**src/rtl/irq_map_pkg.sv**
```systemverilog
package irq_map_pkg;
  localparam int SRC_N = 8;
  localparam int LVL_N = 16;
  localparam int LVL_W = $clog2(LVL_N);
  localparam int CTRL_W = 8;
  localparam int DIS_BIT = 7;

  typedef logic [SRC_N-1:0] src_vec_t;
  typedef logic [LVL_N-1:0] lvl_vec_t;
  typedef logic [CTRL_W-1:0] ctrl_t;

  // priority assigned to each request source (0 = no interrupt)
  function automatic logic [LVL_W-1:0] src_level(input int s);
    case (s)
      1:       return LVL_W'(1);
      2:       return LVL_W'(4);
      3:       return LVL_W'(6);
      4:       return LVL_W'(8);
      5:       return LVL_W'(10);
      7:       return LVL_W'(14);
      default: return LVL_W'(0);
    endcase
  endfunction

  // levels that any source can reach, level 0 excluded
  function automatic lvl_vec_t reachable_levels();
    lvl_vec_t m;
    m = '0;
    for (int s = 0; s < SRC_N; s++) m[src_level(s)] = 1'b1;
    m[0] = 1'b0;
    return m;
  endfunction
endpackage

```
**src/rtl/irq_pend_capture.sv**
```systemverilog
module irq_pend_capture
  import irq_map_pkg::*;
(
  input  logic     clk,
  input  logic     rst,
  input  src_vec_t irq_in,
  output src_vec_t pend_next,
  output logic     pend_change
);
  src_vec_t pend_q;

  assign pend_next   = irq_in;
  assign pend_change = (pend_next != pend_q);

  always_ff @(posedge clk) begin
    if (rst) pend_q <= '0;
    else     pend_q <= pend_next;
  end
endmodule

```
**src/rtl/irq_ctrl_reg.sv**
```systemverilog
module irq_ctrl_reg
  import irq_map_pkg::*;
(
  input  logic  clk,
  input  logic  rst,
  input  logic  wr_en,
  input  logic  rd_en,
  input  ctrl_t wdata,
  output ctrl_t rdata,
  output logic  dis_next
);
  ctrl_t ctrl_q;
  ctrl_t ctrl_d;

  always_comb begin
    ctrl_d = ctrl_q;
    if (wr_en) ctrl_d = wdata;
  end

  assign dis_next = ctrl_d[DIS_BIT];

  always_ff @(posedge clk) begin
    if (rst) begin
      ctrl_q <= '0;
      rdata  <= '0;
    end else begin
      ctrl_q <= ctrl_d;
      if (rd_en) rdata <= ctrl_q;
    end
  end
endmodule

```
**src/rtl/irq_level_drive.sv**
```systemverilog
module irq_level_drive
  import irq_map_pkg::*;
(
  input  logic     clk,
  input  logic     rst,
  input  logic     eval_en,
  input  src_vec_t pend_next,
  input  logic     dis_next,
  output lvl_vec_t lvl_q
);
  lvl_vec_t lvl_d;

  for (genvar l = 0; l < LVL_N; l++) begin : g_lvl
    if (l == 0) begin : g_none
      assign lvl_d[l] = 1'b0;
    end else begin : g_or
      logic hit;
      always_comb begin
        hit = 1'b0;
        for (int s = 0; s < SRC_N; s++)
          if (src_level(s) == LVL_W'(l)) hit = hit | pend_next[s];
      end
      assign lvl_d[l] = hit & ~dis_next;
    end
  end

  always_ff @(posedge clk) begin
    if (rst)          lvl_q <= '0;
    else if (eval_en) lvl_q <= lvl_d;
  end
endmodule

```
**src/rtl/irq_level_mapper.sv**
```systemverilog
module irq_level_mapper
  import irq_map_pkg::*;
(
  input  logic        clk,
  input  logic        rst,
  input  logic [7:0]  irq_in,
  input  logic        reg_wr_en,
  input  logic        reg_rd_en,
  input  logic [7:0]  reg_wdata,
  output logic [7:0]  reg_rdata,
  output logic [15:0] cpu_level
);
  src_vec_t pend_next;
  logic     pend_change;
  logic     dis_next;

  irq_pend_capture u_pend (
    .clk(clk), .rst(rst), .irq_in(irq_in),
    .pend_next(pend_next), .pend_change(pend_change)
  );

  irq_ctrl_reg u_ctrl (
    .clk(clk), .rst(rst), .wr_en(reg_wr_en), .rd_en(reg_rd_en),
    .wdata(reg_wdata), .rdata(reg_rdata), .dis_next(dis_next)
  );

  irq_level_drive u_drive (
    .clk(clk), .rst(rst), .eval_en(pend_change | reg_wr_en),
    .pend_next(pend_next), .dis_next(dis_next), .lvl_q(cpu_level)
  );
endmodule

```
**config.mk**
```make
export PLATFORM = sky130hd
export DESIGN_NAME = irq_level_mapper
export DESIGN_NICKNAME = d
export VERILOG_FILES = /design/src/rtl/irq_map_pkg.sv /design/src/rtl/irq_pend_capture.sv /design/src/rtl/irq_ctrl_reg.sv /design/src/rtl/irq_level_drive.sv /design/src/rtl/irq_level_mapper.sv
export SDC_FILE = /design/constraint.sdc
export NUM_CORES = 1
export LEC_CHECK = 0
export BUFFER_PORTS_ARGS = -buffer_cell sky130_fd_sc_hd__buf_2
export CAP_MARGIN = 20
export CORE_ASPECT_RATIO = 2
export CORE_UTILIZATION = 30
export CTS_CLUSTER_SIZE = 8
export DETAILED_ROUTE_END_ITERATION = 8
export GPL_TIMING_DRIVEN = 0
export HOLD_SLACK_MARGIN = 0.08
export REMOVE_ABC_BUFFERS = 1
export SYNTH_ARGS = -nofsm -noshare
export SYNTH_HDL_FRONTEND = slang
export SYNTH_HIERARCHICAL = 1
export SYNTH_SLANG_ARGS = --single-unit
```
**constraint.sdc**
```tcl
create_clock -name clk -period 1.75 [get_ports clk]
set_clock_uncertainty 0.2 [all_clocks]
set_input_delay 0.35 -clock clk [delete_from_list [all_inputs] [get_ports clk]]
set_output_delay 0.35 -clock clk [all_outputs]
set_load 0.02 [all_outputs]
```
==> metrics.yaml, run 1 <==
drc: 0
p_int_mw: 1.19
diodes: 0
hold_class: "primary input to flip-flop"
cpMaxStageDelayCell: "nor4_1"
hold_buffers: 0
grt_pass1_wl_mm: 3.66
pwr-share-seq: 0.477
path_buf_inv: 0
violations: "negative setup slack"
yosysWarnings: 6
relSlewSlack: 0.599
nets: 171
grt_usage: 0.121
ctsLongestPathBuffers: 2
critPathTopFamily: "simple AND/OR/NAND/NOR gates"
power.density_nw_per_um2: 995
rsz0062_at_grt: "true"
place_hpwl_mm: 1.81
start_util: 0.318
layout-drive-gt1-share: 0.382
pwr-share-comb: 0.118
clock_sinks: 30
sw_frac_of_total: 0.234
required_ns: 1.75
first_pass_iters: 4
synthCells: 121
gp_congestion: 0.642
synth_area_per_cell_um2: 10.3
grt_overflow_total: 0
worst_slew_pin_slew_ns: 0.601
syn-cell-area_um2: 1250
core_um2: 3920
vdd_drop_max_mv: 0.389
cp-start-kind: "flip-flop"
cp.arrival_ns: 1.81
crit_type: "flip-flop to flip-flop"
timing.final.crit_period_ns: 1.80
io_buffers: 33
max_cap_viol_count: 0
die_h_um: 93.2
num_rows: 32
io_pins: 44
cts.clk_slew.worst_paths_ns: 0.06
grt_pass1_vias: 870
grt_antenna_before_repair: 0
vias: 885
crit_path_max_incr_delay_ns: 0.34
setup_slack_ns: -0.0530
vias_per_cell: 4.36
grt_max_degree: 31
insertion_delay_ns: 0.27
slew_violations: 0
dieArea_um2: 4440
hold_viol_final: 0
die_width_um: 47.6
cts-root-buf: "clkbuf_8"
power.leakage_nw: 0.761
syn_to_final_growth_pct: 25.0
fmax_ghz: 0.555
ant_nets: 0
p_sw_mw: 0.363
drt_iter0_drc: 15
cts_tree: "yes"
fin_setup_tns_ns: -0.232
path_cells: "xor2_1, nor4_1, nand2_1, or2_4, nand2b_1, a21oi_2"
finalCoreUtilization: 0.397
drt-wirelength-per-cell_um: 12.8
crit_path_end_kind: "flip-flop"
cts.htree.levels: 2
fin_total_pwr_mw: 1.55
totalWireLength_mm: 2.60
cts_buffers: 5
status: "finished with violations"
period_share: 1.03
worstPathMaxFanout: 6
p_clk_frac: 0.405
setup_viol: 6
==> state kept, by name, summed over array words and instances (netlist names) <==
signal,count
u_ctrl/ctrl_q,8
u_pend/pend_q,8
u_ctrl/rdata,8
u_drive/lvl_q,6
==> layer usage <==
layer	vias up	wire, um	track usage
met5	-	0	0
met3	5	120	0.0425
met1	423	939	0.0998
met2	30	1480	0.226
li1	427	-	-
met4	0	53	0.0625
==> power by group through the flow <==
stage	Clock, mW	Combinational (mW)	Sequential [mW]
floorplan	0	0.0807	0.765
global placement	0	0.164	0.747
detailed placement	0	0.170	0.750
CTS	0.653	0.173	0.735
global route	0.691	0.200	0.744
finish	0.628	0.183	0.740
==> final timing paths <==
kind | from | end | slack [ns] | cells after the start
worst max-delay path | u_pend/pend_q[4]$_SDFF_PP0_ | u_drive/lvl_q[14]$_SDFFE_PP0P_ | -0.05 | 6
worst min-delay path | reg_wdata[6] | u_ctrl/ctrl_q[6]$_SDFFE_PP0P_ | 0.12 | 3
worst max register to register | u_pend/pend_q[4]$_SDFF_PP0_ | u_drive/lvl_q[14]$_SDFFE_PP0P_ | -0.05 | 6
worst min register to register | u_drive/lvl_q[10]$_SDFFE_PP0P_ | u_drive/lvl_q[10]$_SDFFE_PP0P_ | 0.29 | 2
==> stage by stage <==
step	worst slack (ns)	hold WS, ns	std cells	area [um^2]
after floorplan	0.123	0.214	110	1130
after global placement	-0.290	0.251	194	1360
after detailed placement	-0.327	0.260	194	1360
after CTS	-0.0111	0.102	202	1480
after global routing	-0.0864	0.107	203	1560
final	-0.0530	0.117	203	1560
==> worst reg2reg max path, delay by kind of cell (launching register included) <==
kind | cells | cell delay [ns]
XOR/XNOR | 1 | 0.15
AND/OR/NAND/NOR | 4 | 0.96
flip-flops | 1 | 0.31
AO/OA/AOI/OAI | 1 | 0.11
==> final cells by class <==
| type | count | area, um^2 |
|---|---|---|
| clock buffer | 8 | 110 |
| fill | 408 | 2360 |
| multi-input combinational | 81 | 618 |
| sequential | 30 | 602 |
| tap | 51 | 63.8 |
| timing repair buffer | 33 | 165 |
==> repair_timing <==
item	in CTS	in global routing
endpoints found under the hold margin	0	0
gates cloned	0	1
setup buffers	0	0
pin swaps	0	9
resized for setup	2	14
setup endpoints to repair	6	6
==> placed cells by master (no fill, tap or decap) <==
master	n
nand2_1	1
or2_4	2
xor2_2	1
nor2b_1	8
mux2_4	1
dfxtp_2	1
clkbuf_8	8
xor2_1	7
nor2_1	15
nor4_1	1
nand2b_1	1
conb_1	10
dfxtp_1	29
mux2i_1	15
buf_2	33
nand2b_4	5
a21oi_1	1
nand3b_1	6
nor2b_4	1
a21oi_2	5
nor4_4	1
Note: power is estimated with default switching activity, not from simulation.
==> run 2: changes to the inputs <==
Settings changed: ABC_AREA set to 1.
==> run 2 against run 1 <==
The flow now finishes without violations. Global-route usage increased by 0.13 points. Sequential share of layout area increased by 2.3 points. Power decreased by 3.8%. Sequential power about the same. Clock power decreased by 11%. Critical endpoint is now u_drive/lvl_q[1]$_SDFFE_PP0P_. Largest power group unchanged. Highest routed layer unchanged.
==> metrics.yaml, run 2 <==
start_util: 0.317  # -0.000956
drc: 0  # unchanged
cp.arrival_ns: 1.50  # -0.31 ns
cts_tree: "yes"
path_cells: "xnor2_1, nand2_1, nor2_1, nand2_1, inv_1, nand2_1, inv_2, nand2_1, a21oi_1"
fin_total_pwr_mw: 1.49  # -3.8%
cpMostUsedCell: "nand2_1"
crit_path_end_kind: "flip-flop"
diodes: 0  # unchanged
die_h_um: 93.1  # -0.14%
cts_resized: 0  # -2
cp-start-kind: "flip-flop"
clock_sinks: 30  # unchanged
most-common-layout-cells: "nor2_1, buf_2, dfxtp_1"
hold_class: "primary input to flip-flop"
vdd_drop_max_mv: 0.586  # +51%
layout.cells.non_filler: 250  # +23%
worstPathMaxFanout: 7  # +1
vias_per_cell: 4.05  # -7.1%
dieArea_um2: 4420  # -0.28%
pwr-share-comb: 0.126  # +0.008
rsz0062_at_grt: "false"
num-fill-cells: 477  # +17%
fmax_ghz: 0.669  # +21%
setup_viol: 0  # -6
largestRegisters: "u_ctrl/ctrl_q (8), u_ctrl/rdata (8), u_pend/pend_q (8)"
first_pass_iters: 4  # unchanged
grt_overflow_total: 0  # unchanged
crit_path_max_incr_delay_ns: 0.30  # -0.04 ns
die_width_um: 47.5  # -0.14%
cts-root-buf: "clkbuf_8"
ctsLongestPathBuffers: 2  # unchanged
period_share: 0.854  # -0.177
syn_to_final_growth_pct: 18.0
cts_buffers: 5  # unchanged
grt_pass1_vias: 890  # +2.3%
synthCells: 167  # +38%
timing.final.crit_period_ns: 1.49  # -0.309 ns
io_pins: 44  # unchanged
p_int_mw: 1.11  # -6.8%
cts.clk_slew.worst_paths_ns: 0.06  # about the same
place_ws_ns: 0.0415  # +0.368 ns
final_common_cell: "nor2_1"
required_ns: 1.76  # about the same
hold_ws_ns: 0.0983  # -0.0189 ns
p_clk_frac: 0.376  # -0.029
io_buffers: 33  # unchanged
insertion_delay_ns: 0.28  # about the same
vias: 1013  # +14%
grt_usage: 0.123  # +0.00133
gp_congestion: 0.734  # +14%
totalWireLength_mm: 2.29  # -12%
sw_frac_of_total: 0.258  # +0.0235
ant_nets: 0  # unchanged
cts_setup_buffers: 0  # unchanged
cts.htree.levels: 2  # unchanged
num_rows: 32  # unchanged
hold_viol_final: 0  # unchanged
yosysWarnings: 6  # unchanged
drt-wirelength-per-cell_um: 9.18  # -28%
drt_iter0_drc: 13  # -2
grt_antenna_before_repair: 0  # unchanged
pwr-share-seq: 0.498  # +0.021
nets: 218  # +27%
critPathTopFamily: "simple AND/OR/NAND/NOR gates"
p_sw_mw: 0.384  # +5.8%
power.density_nw_per_um2: 1020  # +2.2%
hold_buffers: 0  # unchanged
placed_cells: 242  # +25%
crit_type: "flip-flop to flip-flop"
finalCoreUtilization: 0.374  # -0.0233
setup_slack_ns: 0.256  # +0.309 ns
fin_setup_tns_ns: 0  # +0.232 ns
slew_violations: 0  # unchanged
synth_area_per_cell_um2: 7.45  # -28%
max_cap_viol_count: 0  # unchanged
power.leakage_nw: 0.758  # -0.45%
fin_area_um2: 1470  # -5.9%
grt_max_degree: 17  # -45%
syn-cell-area_um2: 1240  # -0.30%
core_um2: 3920  # unchanged
status: "finished clean"
layout-drive-gt1-share: 0.241  # -0.140
grt_pass1_wl_mm: 3.76  # +2.8%
path_buf_inv: 2  # +2
cpMaxStageDelayCell: "dfxtp_1"
place_hpwl_mm: 1.74  # -4.2%
dpl_cell_area_um2: 1380  # +1.4%
[run 2: worst reg2reg max path, stage by stage, from the launching register on]
cell     delay (ns)
dfxtp_1        0.30
xnor2_1        0.15
nand2_1        0.06
nor2_1         0.11
nand2_1        0.06
inv_1          0.04
nand2_1        0.15
inv_2          0.15
nand2_1        0.06
a21oi_1        0.13
[run 2: final cells by class]
class	count	area, um^2	area share
inverter	21	78.8	0.0537
clock inverter	1	5.00	0.00341
clock buffer	7	86.3	0.0588
timing repair buffer	33	165	0.113
multi-input combinational	107	468	0.319
sequential	30	601	0.409
tap	51	63.8	0.0435
[run 2: power groups by stage]
stage / Clock [mW] / Sequential [mW] / Combinational [mW]
2_1_floorplan: 0 / 0.780 / 0.0962
5_1_grt: 0.621 / 0.747 / 0.216
6_report: 0.561 / 0.742 / 0.188
3_3_place_gp: 0 / 0.756 / 0.188
4_1_cts: 0.588 / 0.742 / 0.191
3_5_place_dp: 0 / 0.758 / 0.190
[run 2: final timing paths]
| kind | startpoint | end | slack (ns) | depth (start not counted) |
|---|---|---|---|---|
| worst min register to register | u_drive/lvl_q[6]$_SDFFE_PP0P_ | u_drive/lvl_q[6]$_SDFFE_PP0P_ | 0.26 | 2 |
| worst max register to register | u_pend/pend_q[6]$_SDFF_PP0_ | u_drive/lvl_q[1]$_SDFFE_PP0P_ | 0.26 | 9 |
| worst min-delay path | irq_in[0] | u_pend/pend_q[0]$_SDFF_PP0_ | 0.1 | 3 |
| worst max-delay path | u_pend/pend_q[6]$_SDFF_PP0_ | u_drive/lvl_q[1]$_SDFFE_PP0P_ | 0.26 | 9 |
[run 2: layer usage]
layer / GRT usage / vias up / routed length [um]
li1: - / 542 / -
met1: 0.111 / 428 / 874
met2: 0.203 / 37 / 1180
met3: 0.0579 / 6 / 177
met4: 0.0764 / 0 / 57
met5: 0 / - / 0
